## config.mk

```make
export PLATFORM = sky130hd
export DESIGN_NAME = ddff_trunc
export DESIGN_NICKNAME = d
export VERILOG_FILES = /design/src/rtl/ddff_pkg.sv /design/src/rtl/ddff_len_sel.sv /design/src/rtl/ddff_zero_det.sv /design/src/rtl/ddff_elem_dec.sv /design/src/rtl/ddff_trunc.sv
export SDC_FILE = /design/constraint.sdc
export NUM_CORES = 1
export LEC_CHECK = 0
export BUFFER_PORTS_ARGS = -buffer_cell sky130_fd_sc_hd__buf_4
export CAP_MARGIN = 20
export CORE_MARGIN = 2
export CORE_UTILIZATION = 35
export DETAILED_ROUTE_END_ITERATION = 7
export PLACE_DENSITY = 0.67
export SLEW_MARGIN = 40
export SYNTH_ARGS = -nofsm -noshare
export SYNTH_HDL_FRONTEND = slang
export SYNTH_SLANG_ARGS = --single-unit
```

## constraint.sdc

```tcl
create_clock -name clk -period 4.4 [get_ports clk]
set_clock_uncertainty 0.2 [all_clocks]
set_input_delay 0.66 -clock clk [delete_from_list [all_inputs] [get_ports clk]]
set_output_delay 0.66 -clock clk [all_outputs]
set_load 0.01 [all_outputs]
```

## src/rtl/ddff_pkg.sv

```systemverilog
package ddff_pkg;
    typedef enum logic [1:0] {
        ST_IDLE = 2'd0,
        ST_RUN  = 2'd1,
        ST_DONE = 2'd2
    } ff_state_e;
endpackage

```

## src/rtl/ddff_len_sel.sv

```systemverilog
// Chooses the starting vector length and clips it to MAXVL.
module ddff_len_sel #(
    parameter int unsigned MAXVL = 8,
    parameter int unsigned CNT_W = 16,
    parameter int unsigned VL_W  = 4
) (
    input  logic             strip_en,
    input  logic [VL_W-1:0]  vl_req,
    input  logic [CNT_W-1:0] remain,
    output logic [VL_W-1:0]  len
);
    localparam logic [VL_W-1:0]  MAX_V = VL_W'(MAXVL);
    localparam logic [CNT_W-1:0] MAX_C = CNT_W'(MAXVL);

    logic [VL_W-1:0] req_clip;
    logic [VL_W-1:0] cnt_clip;

    always_comb begin
        req_clip = (vl_req > MAX_V) ? MAX_V : vl_req;
        cnt_clip = (remain > MAX_C) ? MAX_V : remain[VL_W-1:0];
        len      = strip_en ? cnt_clip : req_clip;
    end
endmodule

```

## src/rtl/ddff_zero_det.sv

```systemverilog
// Fail test on one element result: true when the value is zero.
module ddff_zero_det #(
    parameter int unsigned DATA_W = 8
) (
    input  logic [DATA_W-1:0] data,
    output logic              is_zero
);
    assign is_zero = ~|data;
endmodule

```

## src/rtl/ddff_elem_dec.sv

```systemverilog
// One-hot select of the element currently being accepted.
module ddff_elem_dec #(
    parameter int unsigned MAXVL = 8,
    parameter int unsigned IDX_W = 3
) (
    input  logic [IDX_W-1:0] idx,
    output logic [MAXVL-1:0] sel
);
    for (genvar g = 0; g < MAXVL; g++) begin : g_sel
        assign sel[g] = (idx == IDX_W'(g));
    end
endmodule

```

## src/rtl/ddff_trunc.sv

```systemverilog
module ddff_trunc #(
    parameter int unsigned MAXVL  = 8,
    parameter int unsigned DATA_W = 8,
    parameter int unsigned CNT_W  = 16,
    localparam int unsigned VL_W  = $clog2(MAXVL + 1),
    localparam int unsigned IDX_W = (MAXVL > 1) ? $clog2(MAXVL) : 1
) (
    input  logic              clk,
    input  logic              rst_n,
    input  logic              start_i,
    input  logic              strip_en_i,
    input  logic [VL_W-1:0]   vl_req_i,
    input  logic [CNT_W-1:0]  remain_i,
    input  logic              incl_i,
    input  logic              elem_valid_i,
    input  logic [DATA_W-1:0] elem_data_i,
    output logic [VL_W-1:0]   vl_o,
    output logic [MAXVL-1:0]  wr_mask_o,
    output logic              done_o
);
    import ddff_pkg::*;

    ff_state_e        state_q, state_d;
    logic [VL_W-1:0]  len_w;
    logic [VL_W-1:0]  len_q;
    logic [IDX_W-1:0] idx_q;
    logic             incl_q;
    logic [VL_W-1:0]  vl_q;
    logic [MAXVL-1:0] mask_q;
    logic             is_zero;
    logic [MAXVL-1:0] sel;
    logic             last_elem;
    logic [VL_W-1:0]  idx_vl;

    ddff_len_sel #(.MAXVL(MAXVL), .CNT_W(CNT_W), .VL_W(VL_W)) u_len (
        .strip_en (strip_en_i),
        .vl_req   (vl_req_i),
        .remain   (remain_i),
        .len      (len_w)
    );

    ddff_zero_det #(.DATA_W(DATA_W)) u_zero (
        .data    (elem_data_i),
        .is_zero (is_zero)
    );

    ddff_elem_dec #(.MAXVL(MAXVL), .IDX_W(IDX_W)) u_dec (
        .idx (idx_q),
        .sel (sel)
    );

    assign idx_vl    = VL_W'(idx_q);
    assign last_elem = (idx_vl == (len_q - VL_W'(1)));

    // Next-state logic
    always_comb begin
        state_d = state_q;
        if (start_i) begin
            state_d = (len_w == '0) ? ST_DONE : ST_RUN;
        end else begin
            unique case (state_q)
                ST_IDLE: state_d = ST_IDLE;
                ST_RUN: begin
                    if (elem_valid_i && (is_zero || last_elem)) begin
                        state_d = ST_DONE;
                    end
                end
                ST_DONE: state_d = ST_DONE;
                default: state_d = ST_IDLE;
            endcase
        end
    end

    // State register
    always_ff @(posedge clk or negedge rst_n) begin
        if (!rst_n) begin
            state_q <= ST_IDLE;
        end else begin
            state_q <= state_d;
        end
    end

    // Datapath and output registers
    always_ff @(posedge clk or negedge rst_n) begin
        if (!rst_n) begin
            len_q  <= '0;
            idx_q  <= '0;
            incl_q <= 1'b0;
            vl_q   <= '0;
            mask_q <= '0;
        end else if (start_i) begin
            len_q  <= len_w;
            idx_q  <= '0;
            incl_q <= incl_i;
            vl_q   <= len_w;
            mask_q <= '0;
        end else begin
            unique case (state_q)
                ST_RUN: begin
                    if (elem_valid_i) begin
                        if (is_zero) begin
                            if (incl_q) begin
                                mask_q <= mask_q | sel;
                                vl_q   <= idx_vl + VL_W'(1);
                            end else begin
                                vl_q   <= idx_vl;
                            end
                        end else begin
                            mask_q <= mask_q | sel;
                            if (last_elem) begin
                                vl_q <= len_q;
                            end else begin
                                idx_q <= idx_q + IDX_W'(1);
                            end
                        end
                    end
                end
                ST_IDLE, ST_DONE: begin
                    vl_q <= vl_q;
                end
                default: begin
                    vl_q <= vl_q;
                end
            endcase
        end
    end

    assign vl_o      = vl_q;
    assign wr_mask_o = mask_q;
    assign done_o    = (state_q == ST_DONE);
endmodule

```

==> impl_metrics.csv <==
group,metric,value,unit
status,status,"finished clean",
cts,postCtsHoldBufs,0,
global_route,grt_pass1_wl,5480,um
power,netSwitchingPower,0.135,mW
cells_and_area,n_antenna_cell,0,
cells_and_area,final_core_util,0.487,
floorplanning,die_x,65.8,um
synthesis,syn_area,1340,um2
global_route,grt_pass1_vias,1228,
cells_and_area,fin_nets,230,
synthesis,syn_inst,140,
global_route,globalRouteOverflowTotal,0,
setup_path,cp_slowest_cell,"or4b_4",
setup_path,crit_chain,"inv_1 -> ha_1 -> xor2_1 -> or4b_4 -> a41oi_2 -> a21oi_1 -> o31ai_2",
setup_path,cp_top_family,"compound AO/OA/AOI/OAI gates",
cells_and_area,drive_gt1_frac,0.312,
cts,cts_tree,"done",
power,switching_share,0.282,
sta,period_needed,2.46,ns
sta,setup_tns,0,ns
synthesis,avgSynthCellArea,9.55,um2
global_route,antenna_found_initial,0,
placed_design,dp_hpwl,2610,um
sta,setup_violations,0,
synthesis,seq_area_frac_synth,0.412,
sta,fin_crit_sh,0.558,
setup_path,slowest_delay,0.52,ns
floorplanning,die-area,4330,um2
synthesis,synth_fp_nets,183,
cts,cts.sinks,22,
global_route,grt_max_degree,23,
power,p_leak,0.818,nW
power,clkPwrFrac,0.308,
route,viasPerCell,5.54,
power,peakVddDrop,0.000113,V
setup_path,cp-start-kind,"flip-flop",
setup_path,rrSetupSlack,1.94,ns
floorplanning,initial_utilization,0.365,
cts,post_cts_buffers,0,
synthesis,synth_edf_count,0,
synthesis,async_reset_ff_frac,1.00,
setup_path,cp.arrival,2.44,ns
cts,cts_resized,0,
route,wl,3390,um
route,drtPass1Iterations,4,
sta,hold_viol_final,0,
cts,h-tree-depth,1,
cells_and_area,syn_to_final_growth,33.3,%
synthesis,ys_seq_elements,22,
cts,clockBufferDepth,2,
cts,clk_pin_slew,0.08,ns
power,p_int,0.345,mW
job,drv_cap,0,
synthesis,ys_types,34,
placed_design,place_ws,1.90,ns
route,ant_nets,0,
placed_design,place_congestion,0.833,
route,drc,0,
floorplanning,io_pins,47,
floorplanning,rows,22,
placed_design,io_buffers,46,
sta,relSlewSlack,0.660,
setup_path,critPathRequiredTime,4.38,ns
power,seqPwrFrac,0.473,
route,drt-initial-drc-count,43,
floorplanning,coreArea,3660,um2
cts,cts_made_buffers,3,
setup_path,end_kind,"flip-flop",
power,p_comb_frac,0.219,
cts,root_buffer,"clkbuf_8",
power,pwr_density_cell,269,nW/um2
route,num_vias,1296,
sta,finalMaxSlewViolations,0,
sta,rsz0062_at_grt,"false",
sta,setup_slack,1.94,ns
synthesis,ys.flop_type,"dfrtp_1",
route,wire_per_inst,14.5,um
sta,fmax,407,MHz
cts,clk_latency,0.27,ns
global_route,grt_use_total,0.167,
synthesis,yosys_warnings,0,
setup_path,path_class,"flip-flop to flip-flop",
min_path,min_path_type,"input port to asynchronous set/reset pin",
floorplanning,dieHeight,65.8,um
sta,worstMarginPinSlew,0.507,ns
setup_path,crit_fanout,9,
setup_path,worst-path-buf-inv,1,
==> worst paths after layout <==
path                                   start           end  cells past startpoint
max in group asynchronous              rst_n      len_q[2]                      1
worst max-delay path                len_q[0]       vl_o[3]                      7
worst min register to register  wr_mask_o[6]  wr_mask_o[6]                      2
min in group clk                wr_mask_o[6]  wr_mask_o[6]                      2
worst max register to register      len_q[0]       vl_o[3]                      7
worst min-delay path                   rst_n  wr_mask_o[6]                      1
==> registers in the layout, summed over array words and instances (netlist names) <==
name,cells
state_q,2
len_q,4
idx_q,3
vl_o,4
wr_mask_o,8
incl_q,1
==> logic make-up (layout without fill, tap and decap cells) <==
| logic type | count (synthesis) | count (layout) | synth area share |
|---|---|---|---|
| AND/OR/NAND/NOR | 47 | 47 | 0.187 |
| AO/OA/AOI/OAI | 40 | 40 | 0.225 |
| flip-flops | 22 | 22 | 0.412 |
| buffers and inverters | 15 | 61 | 0.0421 |
| adder cells (fa/ha/maj) | 9 | 9 | 0.0842 |
| XOR/XNOR | 4 | 4 | 0.0262 |
| multiplexers | 3 | 3 | 0.0243 |
==> metal layers <==
layer / global-route usage / wire [um]
met5: 0 / 0
met4: 0.0755 / 72
met3: 0.0341 / 208
met2: 0.299 / 1700
met1: 0.188 / 1400
==> cells in the final DEF (no fill, tap or decap), drive strengths merged, types with 2 or more instances in the layout <==
cell type,n
mux2,2
or4,4
nand3,5
ha,9
buf,46
o21ai,9
nor4b,2
nor2,16
o31ai,3
a31oi,8
a21oi,9
a221oi,3
inv,11
nor4,5
nor3,5
clkbuf,4
xor2,4
nand2,6
dfrtp,22
==> power groups by stage <==
stage	sequential, mW	clock (mW)	combinational, mW
after floorplan	0.228	0	0.0551
final	0.227	0.148	0.105
after detailed placement	0.231	0	0.105
after global routing	0.229	0.161	0.117
after global placement	0.230	0	0.102
after CTS	0.227	0.153	0.106
==> per-stage QoR <==
step / hold slack [ns] / power [mW] / area, um2 / std cells
finish: 0.0692 / 0.480 / 1780 / 234
global route: 0.0805 / 0.506 / 1780 / 234
CTS: 0.0692 / 0.486 / 1780 / 234
detailed placement: 0.289 / 0.336 / 1730 / 230
global placement: 0.276 / 0.332 / 1730 / 230
floorplan: 0.164 / 0.284 / 1340 / 140
==> cells in the mapped netlist, drive strengths merged (2+ instances only) <==
cell type  instances  area share
a221oi             3       0.020
nor4b              2       0.013
dfrtp             22        0.41
mux2               2       0.017
xor2               4       0.026
nand2              6       0.017
nor2              16       0.045
a31oi              8       0.037
nor4               5       0.023
or4                4       0.025
ha                 9       0.084
clkbuf             4       0.011
nor3               5       0.019
o21ai              9       0.034
inv               11       0.031
o31ai              3       0.021
a21oi              9       0.034
nand3              5       0.019
==> cell type report <==
class / instances / area, um2
well taps: 48 / 60.1
inverters: 11 / 41.3
multi-input cells: 103 / 731
repair buffers: 46 / 345
fillers: 359 / 1880
clock buffers: 4 / 55.1
flip-flops and latches: 22 / 551
Note: power is estimated with default switching activity, not from simulation.
